<file path="src/rtl/sgi_pkg.sv">
package sgi_pkg;

    localparam int MAX_CPUS = 8;
    localparam int ID_W     = 4;

    typedef enum logic [1:0] {
        RT_LIST   = 2'd0,
        RT_OTHERS = 2'd1,
        RT_SELF   = 2'd2,
        RT_NONE   = 2'd3
    } route_e;

    typedef struct packed {
        logic [5:0]      rsv_hi;
        route_e          mode;
        logic [7:0]      plist;
        logic [11:0]     rsv_lo;
        logic [ID_W-1:0] num;
    } sgi_cmd_t;

    // Destination ports for one command, before masking to built ports.
    function automatic logic [MAX_CPUS-1:0] route_mask(
        input route_e          mode,
        input logic [7:0]      plist,
        input logic [2:0]      src
    );
        logic [MAX_CPUS-1:0] src_oh;
        src_oh = MAX_CPUS'(1) << src;
        case (mode)
            RT_LIST:   route_mask = plist;
            RT_OTHERS: route_mask = ~src_oh;
            RT_SELF:   route_mask = src_oh;
            default:   route_mask = '0;
        endcase
    endfunction

endpackage

</file>
<file path="src/rtl/sgi_cmd_decode.sv">
module sgi_cmd_decode
    import sgi_pkg::*;
#(
    parameter int NUM_CPUS = 6,
    parameter int NUM_SGI  = 16
) (
    input  logic                         cmd_we,
    input  logic [31:0]                  cmd_word,
    input  logic [2:0]                   cmd_src,
    output logic [NUM_CPUS*NUM_SGI-1:0]  hit_o
);
    localparam logic [MAX_CPUS-1:0] BUILT = MAX_CPUS'((9'd1 << NUM_CPUS) - 9'd1);

    sgi_cmd_t            cmd;
    logic [MAX_CPUS-1:0] dest;
    logic                num_ok;

    always_comb begin
        cmd    = sgi_cmd_t'(cmd_word);
        dest   = route_mask(cmd.mode, cmd.plist, cmd_src) & BUILT;
        num_ok = int'(cmd.num) < NUM_SGI;
    end

    for (genvar c = 0; c < NUM_CPUS; c++) begin : g_cpu
        for (genvar s = 0; s < NUM_SGI; s++) begin : g_num
            assign hit_o[c*NUM_SGI+s] = cmd_we && num_ok && dest[c]
                                        && (cmd.num == ID_W'(s));
        end
    end
endmodule

</file>
<file path="src/rtl/sgi_byte_write.sv">
module sgi_byte_write
    import sgi_pkg::*;
#(
    parameter int NUM_CPUS = 6,
    parameter int NUM_SGI  = 16
) (
    input  logic                         we,
    input  logic [ID_W-1:0]              sel,
    input  logic [MAX_CPUS-1:0]          bits,
    output logic [NUM_CPUS*NUM_SGI-1:0]  mask_o
);
    for (genvar c = 0; c < NUM_CPUS; c++) begin : g_cpu
        for (genvar s = 0; s < NUM_SGI; s++) begin : g_num
            assign mask_o[c*NUM_SGI+s] = we && (sel == ID_W'(s)) && bits[c];
        end
    end
endmodule

</file>
<file path="src/rtl/sgi_pend_row.sv">
module sgi_pend_row #(
    parameter int NUM_SGI = 16
) (
    input  logic               clk,
    input  logic               rst,
    input  logic [NUM_SGI-1:0] set_i,
    input  logic [NUM_SGI-1:0] clr_i,
    output logic [NUM_SGI-1:0] q_o
);
    always_ff @(posedge clk) begin
        if (rst) q_o <= '0;
        else     q_o <= (q_o | set_i) & ~clr_i;
    end
endmodule

</file>
<file path="src/rtl/sgi_dispatch.sv">
module sgi_dispatch
    import sgi_pkg::*;
#(
    parameter int NUM_CPUS = 6,
    parameter int NUM_SGI  = 16
) (
    input  logic                         clk,
    input  logic                         rst,
    input  logic                         cmd_we,
    input  logic [31:0]                  cmd_word,
    input  logic [2:0]                   cmd_src,
    input  logic                         set_we,
    input  logic [3:0]                   set_sel,
    input  logic [7:0]                   set_bits,
    input  logic                         clr_we,
    input  logic [3:0]                   clr_sel,
    input  logic [7:0]                   clr_bits,
    input  logic [3:0]                   rd_sel,
    output logic [7:0]                   rd_bits,
    output logic [NUM_CPUS*NUM_SGI-1:0]  pend_o
);
    localparam int NBITS = NUM_CPUS * NUM_SGI;

    logic [NBITS-1:0] cmd_hit, byte_set, byte_clr, set_all;

    sgi_cmd_decode #(.NUM_CPUS(NUM_CPUS), .NUM_SGI(NUM_SGI)) u_dec (
        .cmd_we   (cmd_we),
        .cmd_word (cmd_word),
        .cmd_src  (cmd_src),
        .hit_o    (cmd_hit)
    );

    sgi_byte_write #(.NUM_CPUS(NUM_CPUS), .NUM_SGI(NUM_SGI)) u_setw (
        .we     (set_we),
        .sel    (set_sel),
        .bits   (set_bits),
        .mask_o (byte_set)
    );

    sgi_byte_write #(.NUM_CPUS(NUM_CPUS), .NUM_SGI(NUM_SGI)) u_clrw (
        .we     (clr_we),
        .sel    (clr_sel),
        .bits   (clr_bits),
        .mask_o (byte_clr)
    );

    assign set_all = cmd_hit | byte_set;

    for (genvar c = 0; c < NUM_CPUS; c++) begin : g_row
        sgi_pend_row #(.NUM_SGI(NUM_SGI)) u_row (
            .clk   (clk),
            .rst   (rst),
            .set_i (set_all[c*NUM_SGI +: NUM_SGI]),
            .clr_i (byte_clr[c*NUM_SGI +: NUM_SGI]),
            .q_o   (pend_o[c*NUM_SGI +: NUM_SGI])
        );
    end

    always_comb begin
        rd_bits = '0;
        if (int'(rd_sel) < NUM_SGI) begin
            for (int c = 0; c < NUM_CPUS; c++) begin
                rd_bits[c] = pend_o[c*NUM_SGI + int'(rd_sel)];
            end
        end
    end
endmodule

</file>
<file path="config.mk">
export PLATFORM = sky130hd
export DESIGN_NAME = sgi_dispatch
export DESIGN_NICKNAME = d
export VERILOG_FILES = /design/src/rtl/sgi_pkg.sv /design/src/rtl/sgi_cmd_decode.sv /design/src/rtl/sgi_byte_write.sv /design/src/rtl/sgi_pend_row.sv /design/src/rtl/sgi_dispatch.sv
export SDC_FILE = /design/constraint.sdc
export NUM_CORES = 1
export LEC_CHECK = 0
export BUFFER_PORTS_ARGS = -buffer_cell sky130_fd_sc_hd__buf_2
export CAP_MARGIN = 20
export CORE_MARGIN = 2
export CORE_UTILIZATION = 54
export CTS_CLUSTER_SIZE = 40
export DETAILED_ROUTE_END_ITERATION = 6
export HOLD_SLACK_MARGIN = 0.05
export PLACE_DENSITY = 0.79
export SLEW_MARGIN = 15
export SYNTH_ARGS = -nofsm -noshare
export SYNTH_HDL_FRONTEND = slang
export SYNTH_HIERARCHICAL = 1
export SYNTH_SLANG_ARGS = --single-unit
export TNS_END_PERCENT = 100
</file>
<file path="constraint.sdc">
create_clock -name clk -period 2.6 [get_ports clk]
set_clock_uncertainty 0.1 [all_clocks]
set_input_delay 0.26 -clock clk [delete_from_list [all_inputs] [get_ports clk]]
set_output_delay 0.26 -clock clk [all_outputs]
set_load 0.005 [all_outputs]
</file>
==> results.json <==
{
  "run_status": "completed",
  "vdd.ir_drop.worst_mv": 0.313,
  "layout_top_registers": "g_row.u_row/q_o x96",
  "worstSetupStartpoint": "rd_sel[0]",
  "hold_start": "clr_bits[2]",
  "p_per_area_nw_per_um2": 443,
  "area_growth_pct": 13.5,
  "largest_buffer_count_on_any_clock_path": 2,
  "placed_cell_area_um2": 7350,
  "power.share.sequential_pct": 45.4,
  "maxClockFrequency_mhz": 490,
  "crit_path_start_kind": "input pin",
  "drt_iter0_markers": 715,
  "path_cells": "buf_2, buf_12, mux4_1, a22oi_1, nand2_1, buf_2",
  "final_antenna_net_count": 0,
  "largest_register_ff_count": 96,
  "r2r_start": "g_row[5].u_row/q_o[2]$_SDFF_PP0_",
  "grt_first_pass_wirelength_mm": 33.0,
  "io_pins": 172,
  "maximum_number_of_pins_on_one_net_before_global_route_repair": 39,
  "worst-slew-pin-transition_ns": 0.798,
  "placement_rows": 40,
  "combinationalPowerShare_pct": 16.1,
  "path_common_cell": "sky130_fd_sc_hd__buf_2",
  "netSwitchingPower_mw": 0.961,
  "synth.cell_area_um2": 6740,
  "power.share.switching_pct": 28.4,
  "holdBufCountCts": 0,
  "layout_worst_path_cycle_share_pct": 78.5,
  "ys_warn_count": 6,
  "worstSkewPairLatency_ns": 0.34,
  "place_ws_ns": 0.227,
  "yosys.area_share.xor_xnor_pct": 0,
  "maxCapViolations": 0,
  "arrival_ns": 1.68,
  "timing.final.max_slew_violations": 0,
  "place_hpwl_mm": 15.2,
  "critical_path.max_fanout": 24,
  "avgViaCountPerCell": 5.78,
  "die_area_um2": 13400,
  "congestion_overflow_gr": 0,
  "insertedDiodeCount": 0,
  "fraction_of_synthesized_cell_area_taken_by_the_top_area_cell_type_pct": 28.5,
  "most_instantiated_flip_flop_cell_in_the_synthesis_netlist": "sky130_fd_sc_hd__dfxtp_1",
  "cts_tree": "done",
  "synth.ff_latch_count": 96,
  "synth_simple_gate_area_share_pct": 52.8,
  "postSynthCellCount": 883,
  "relSlewSlack_pct": 46.5,
  "route.final.wire_length_mm": 21.6,
  "timing.setup.critical_path_class": "input pin to output pin",
  "synth_top_cells_by_area": "sky130_fd_sc_hd__dfxtp_1, sky130_fd_sc_hd__nor2_1, sky130_fd_sc_hd__or2_2",
  "drt_drc_violations_left": 0,
  "fin_util_pct": 63.1,
  "cp-end-kind": "output pin",
  "core_region_area_um2": 12100,
  "final-setup-viol-count": 0,
  "synth_area_per_cell_um2": 7.63,
  "edff_count_synth": 0,
  "first_global_vias": 6132,
  "wp_data_required_ns": 2.24,
  "io_buffers": 145,
  "synth.lib_cells_used.distinct": 43,
  "muxShareOfSynthArea_pct": 8.69,
  "start_util_pct": 55.7,
  "intPower_mw": 2.42,
  "synth_sequential_area_ratio_pct": 28.5,
  "post-route-cell-area_um2": 7650,
  "number_of_clock_sinks_seen_by_cts": 96,
  "timing.final.hold_violations": 0,
  "dieHeight_um": 116,
  "p_total_mw": 3.39,
  "synth_compound_gate_area_share_pct": 2.88,
  "synth.largest_area_cell": "sky130_fd_sc_hd__dfxtp_1",
  "hold_class": "input pin to flip-flop",
  "dp.cells": 1151,
  "post_synth_fa_ha_maj_area_fraction_pct": 0,
  "nets": 1063,
  "cts-root-buf": "sky130_fd_sc_hd__clkbuf_16",
  "die_x_um": 116,
  "globalplace.congestion": 0.947,
  "cts.reportedPaths.clkPinSlew_ns": 0.07,
  "cts_post_setup_buffers_inserted": 0,
  "final.setup.tns_ns": 0,
  "async_reset_ff_share_pct": 0,
  "final_instance_count_excl_fillers": 1168,
  "cts_htree_levels": 3,
  "synth_top_family_by_area": "simple AND/OR/NAND/NOR gates",
  "vias": 6752,
  "detail_route.first_pass.iterations": 5,
  "fin_hold_ws_ns": 0.318,
  "timing.final.crit_period_ns": 2.04,
  "grt_use_total_pct": 32.7,
  "total_leakage_power_nw": 3.53,
  "power.share.clock_pct": 38.5,
  "avgRoutedWirePerCell_um": 18.5,
  "setup_repair_after_global_routing_missed_its_margin": "false",
  "worst_slack_ns": 0.559,
  "antenna_violations_before_repair": 0,
  "final_layout_size_suffix_gt1_share_pct": 35.6,
  "largest_register": "g_row.u_row/q_o",
  "post_cts_resized": 0,
  "timing.critical_path.slowest_stage_cell": "sky130_fd_sc_hd__mux4_1",
  "cts_buffers": 9,
  "cpPeakStageDelay_ns": 0.62
}
==> layer usage <==
layer	track usage [%]	wire length (µm)
met2	51.2	9530
met4	16.1	1010
met5	0	0
met1	44.3	8810
met3	4.92	2260
==> layout make-up <==
class / instances / area, µm²
fillers: 1126 / 4460
multi-input cells: 726 / 4350
flip-flops and latches: 96 / 1920
repair buffers: 160 / 866
clock buffers: 12 / 267
well taps: 168 / 210
clock inverters: 4 / 27.5
inverters: 2 / 7.51
==> critical path: cells and delay by family <==
| kind | cells | cell delay [ns] |
|---|---|---|
| AND/OR/NAND/NOR | 1 | 0.11 |
| multiplexers | 1 | 0.62 |
| AO/OA/AOI/OAI | 1 | 0.21 |
| buffers and inverters | 3 | 0.46 |
==> power groups by stage <==
stage	registers (mW)	logic, mW	clock network [mW]
global placement	1.57	0.521	0
floorplan	1.57	0.379	0
finish	1.54	0.544	1.30
CTS	1.54	0.532	1.31
detailed placement	1.57	0.530	0
global route	1.54	0.586	1.36
==> placed cells by master (no fill, tap or decap), types with 2 or more instances in the layout <==
master / synthesis / routed
sky130_fd_sc_hd__nor2b_1: 6 / 6
sky130_fd_sc_hd__and4b_1: 2 / 2
sky130_fd_sc_hd__nand4b_2: 4 / 4
sky130_fd_sc_hd__nor3_2: 54 / 54
sky130_fd_sc_hd__clkinvlp_4: 0 / 3
sky130_fd_sc_hd__nand2_1: 28 / 28
sky130_fd_sc_hd__o2111ai_1: 3 / 3
sky130_fd_sc_hd__nand4b_1: 6 / 6
sky130_fd_sc_hd__nor3_1: 52 / 52
sky130_fd_sc_hd__or2_2: 97 / 97
sky130_fd_sc_hd__nor3_4: 6 / 6
sky130_fd_sc_hd__clkbuf_8: 0 / 3
sky130_fd_sc_hd__inv_1: 2 / 2
sky130_fd_sc_hd__nor3b_1: 3 / 3
sky130_fd_sc_hd__mux4_1: 12 / 12
sky130_fd_sc_hd__a22oi_1: 12 / 12
sky130_fd_sc_hd__o21ai_0: 3 / 3
sky130_fd_sc_hd__buf_4: 6 / 14
sky130_fd_sc_hd__clkbuf_16: 0 / 9
sky130_fd_sc_hd__nand3_1: 6 / 6
sky130_fd_sc_hd__buf_2: 24 / 144
sky130_fd_sc_hd__buf_12: 6 / 2
sky130_fd_sc_hd__or3_1: 3 / 3
sky130_fd_sc_hd__dfxtp_1: 96 / 96
sky130_fd_sc_hd__nor2_1: 372 / 372
sky130_fd_sc_hd__nand2b_1: 14 / 14
sky130_fd_sc_hd__nand3b_1: 2 / 2
sky130_fd_sc_hd__conb_1: 1 / 2
sky130_fd_sc_hd__nand4_1: 3 / 3
sky130_fd_sc_hd__mux4_2: 12 / 12
sky130_fd_sc_hd__or4b_1: 2 / 2
sky130_fd_sc_hd__nand4bb_1: 11 / 11
sky130_fd_sc_hd__nand4_2: 2 / 2
==> kinds of logic (layout without fill, tap and decap cells) <==
| logic type | Yosys count | count (layout) |
|---|---|---|
| buf+inv | 62 | 178 |
| flops | 96 | 96 |
| compound gates | 24 | 24 |
| simple gates | 676 | 676 |
| mux | 24 | 24 |
| other cells | 1 | 2 |
==> cells in the mapped netlist (2+ instances only) <==
library cell                count
sky130_fd_sc_hd__nor2_1       372
sky130_fd_sc_hd__or2_2         97
sky130_fd_sc_hd__dfxtp_1       96
sky130_fd_sc_hd__nor3_2        54
sky130_fd_sc_hd__nor3_1        52
sky130_fd_sc_hd__nand2_1       28
sky130_fd_sc_hd__buf_2         24
sky130_fd_sc_hd__nand2b_1      14
sky130_fd_sc_hd__a22oi_1       12
sky130_fd_sc_hd__buf_6         12
sky130_fd_sc_hd__mux4_1        12
sky130_fd_sc_hd__mux4_2        12
sky130_fd_sc_hd__nand4bb_1     11
sky130_fd_sc_hd__clkbuf_1      10
sky130_fd_sc_hd__buf_12         6
sky130_fd_sc_hd__buf_4          6
sky130_fd_sc_hd__nand3_1        6
sky130_fd_sc_hd__nand4b_1       6
sky130_fd_sc_hd__nor2b_1        6
sky130_fd_sc_hd__nor3_4         6
sky130_fd_sc_hd__nand4b_2       4
sky130_fd_sc_hd__nand4_1        3
sky130_fd_sc_hd__nor3b_1        3
sky130_fd_sc_hd__o2111ai_1      3
sky130_fd_sc_hd__o21ai_0        3
sky130_fd_sc_hd__or3_1          3
sky130_fd_sc_hd__and4b_1        2
sky130_fd_sc_hd__inv_1          2
sky130_fd_sc_hd__nand3b_1       2
sky130_fd_sc_hd__nand4_2        2
sky130_fd_sc_hd__or4b_1         2
==> worst paths after layout <==
path / end / slack, ns / cells past startpoint
min reg2reg: g_row[2].u_row/q_o[1]$_SDFF_PP0_ / 0.39 / 2
max: rd_bits[2] / 0.56 / 6
min: g_row[2].u_row/q_o[14]$_SDFF_PP0_ / 0.32 / 4
max reg2reg: g_row[5].u_row/q_o[2]$_SDFF_PP0_ / 1.79 / 2
No activity file was read; power rests on OpenSTA's default activity.
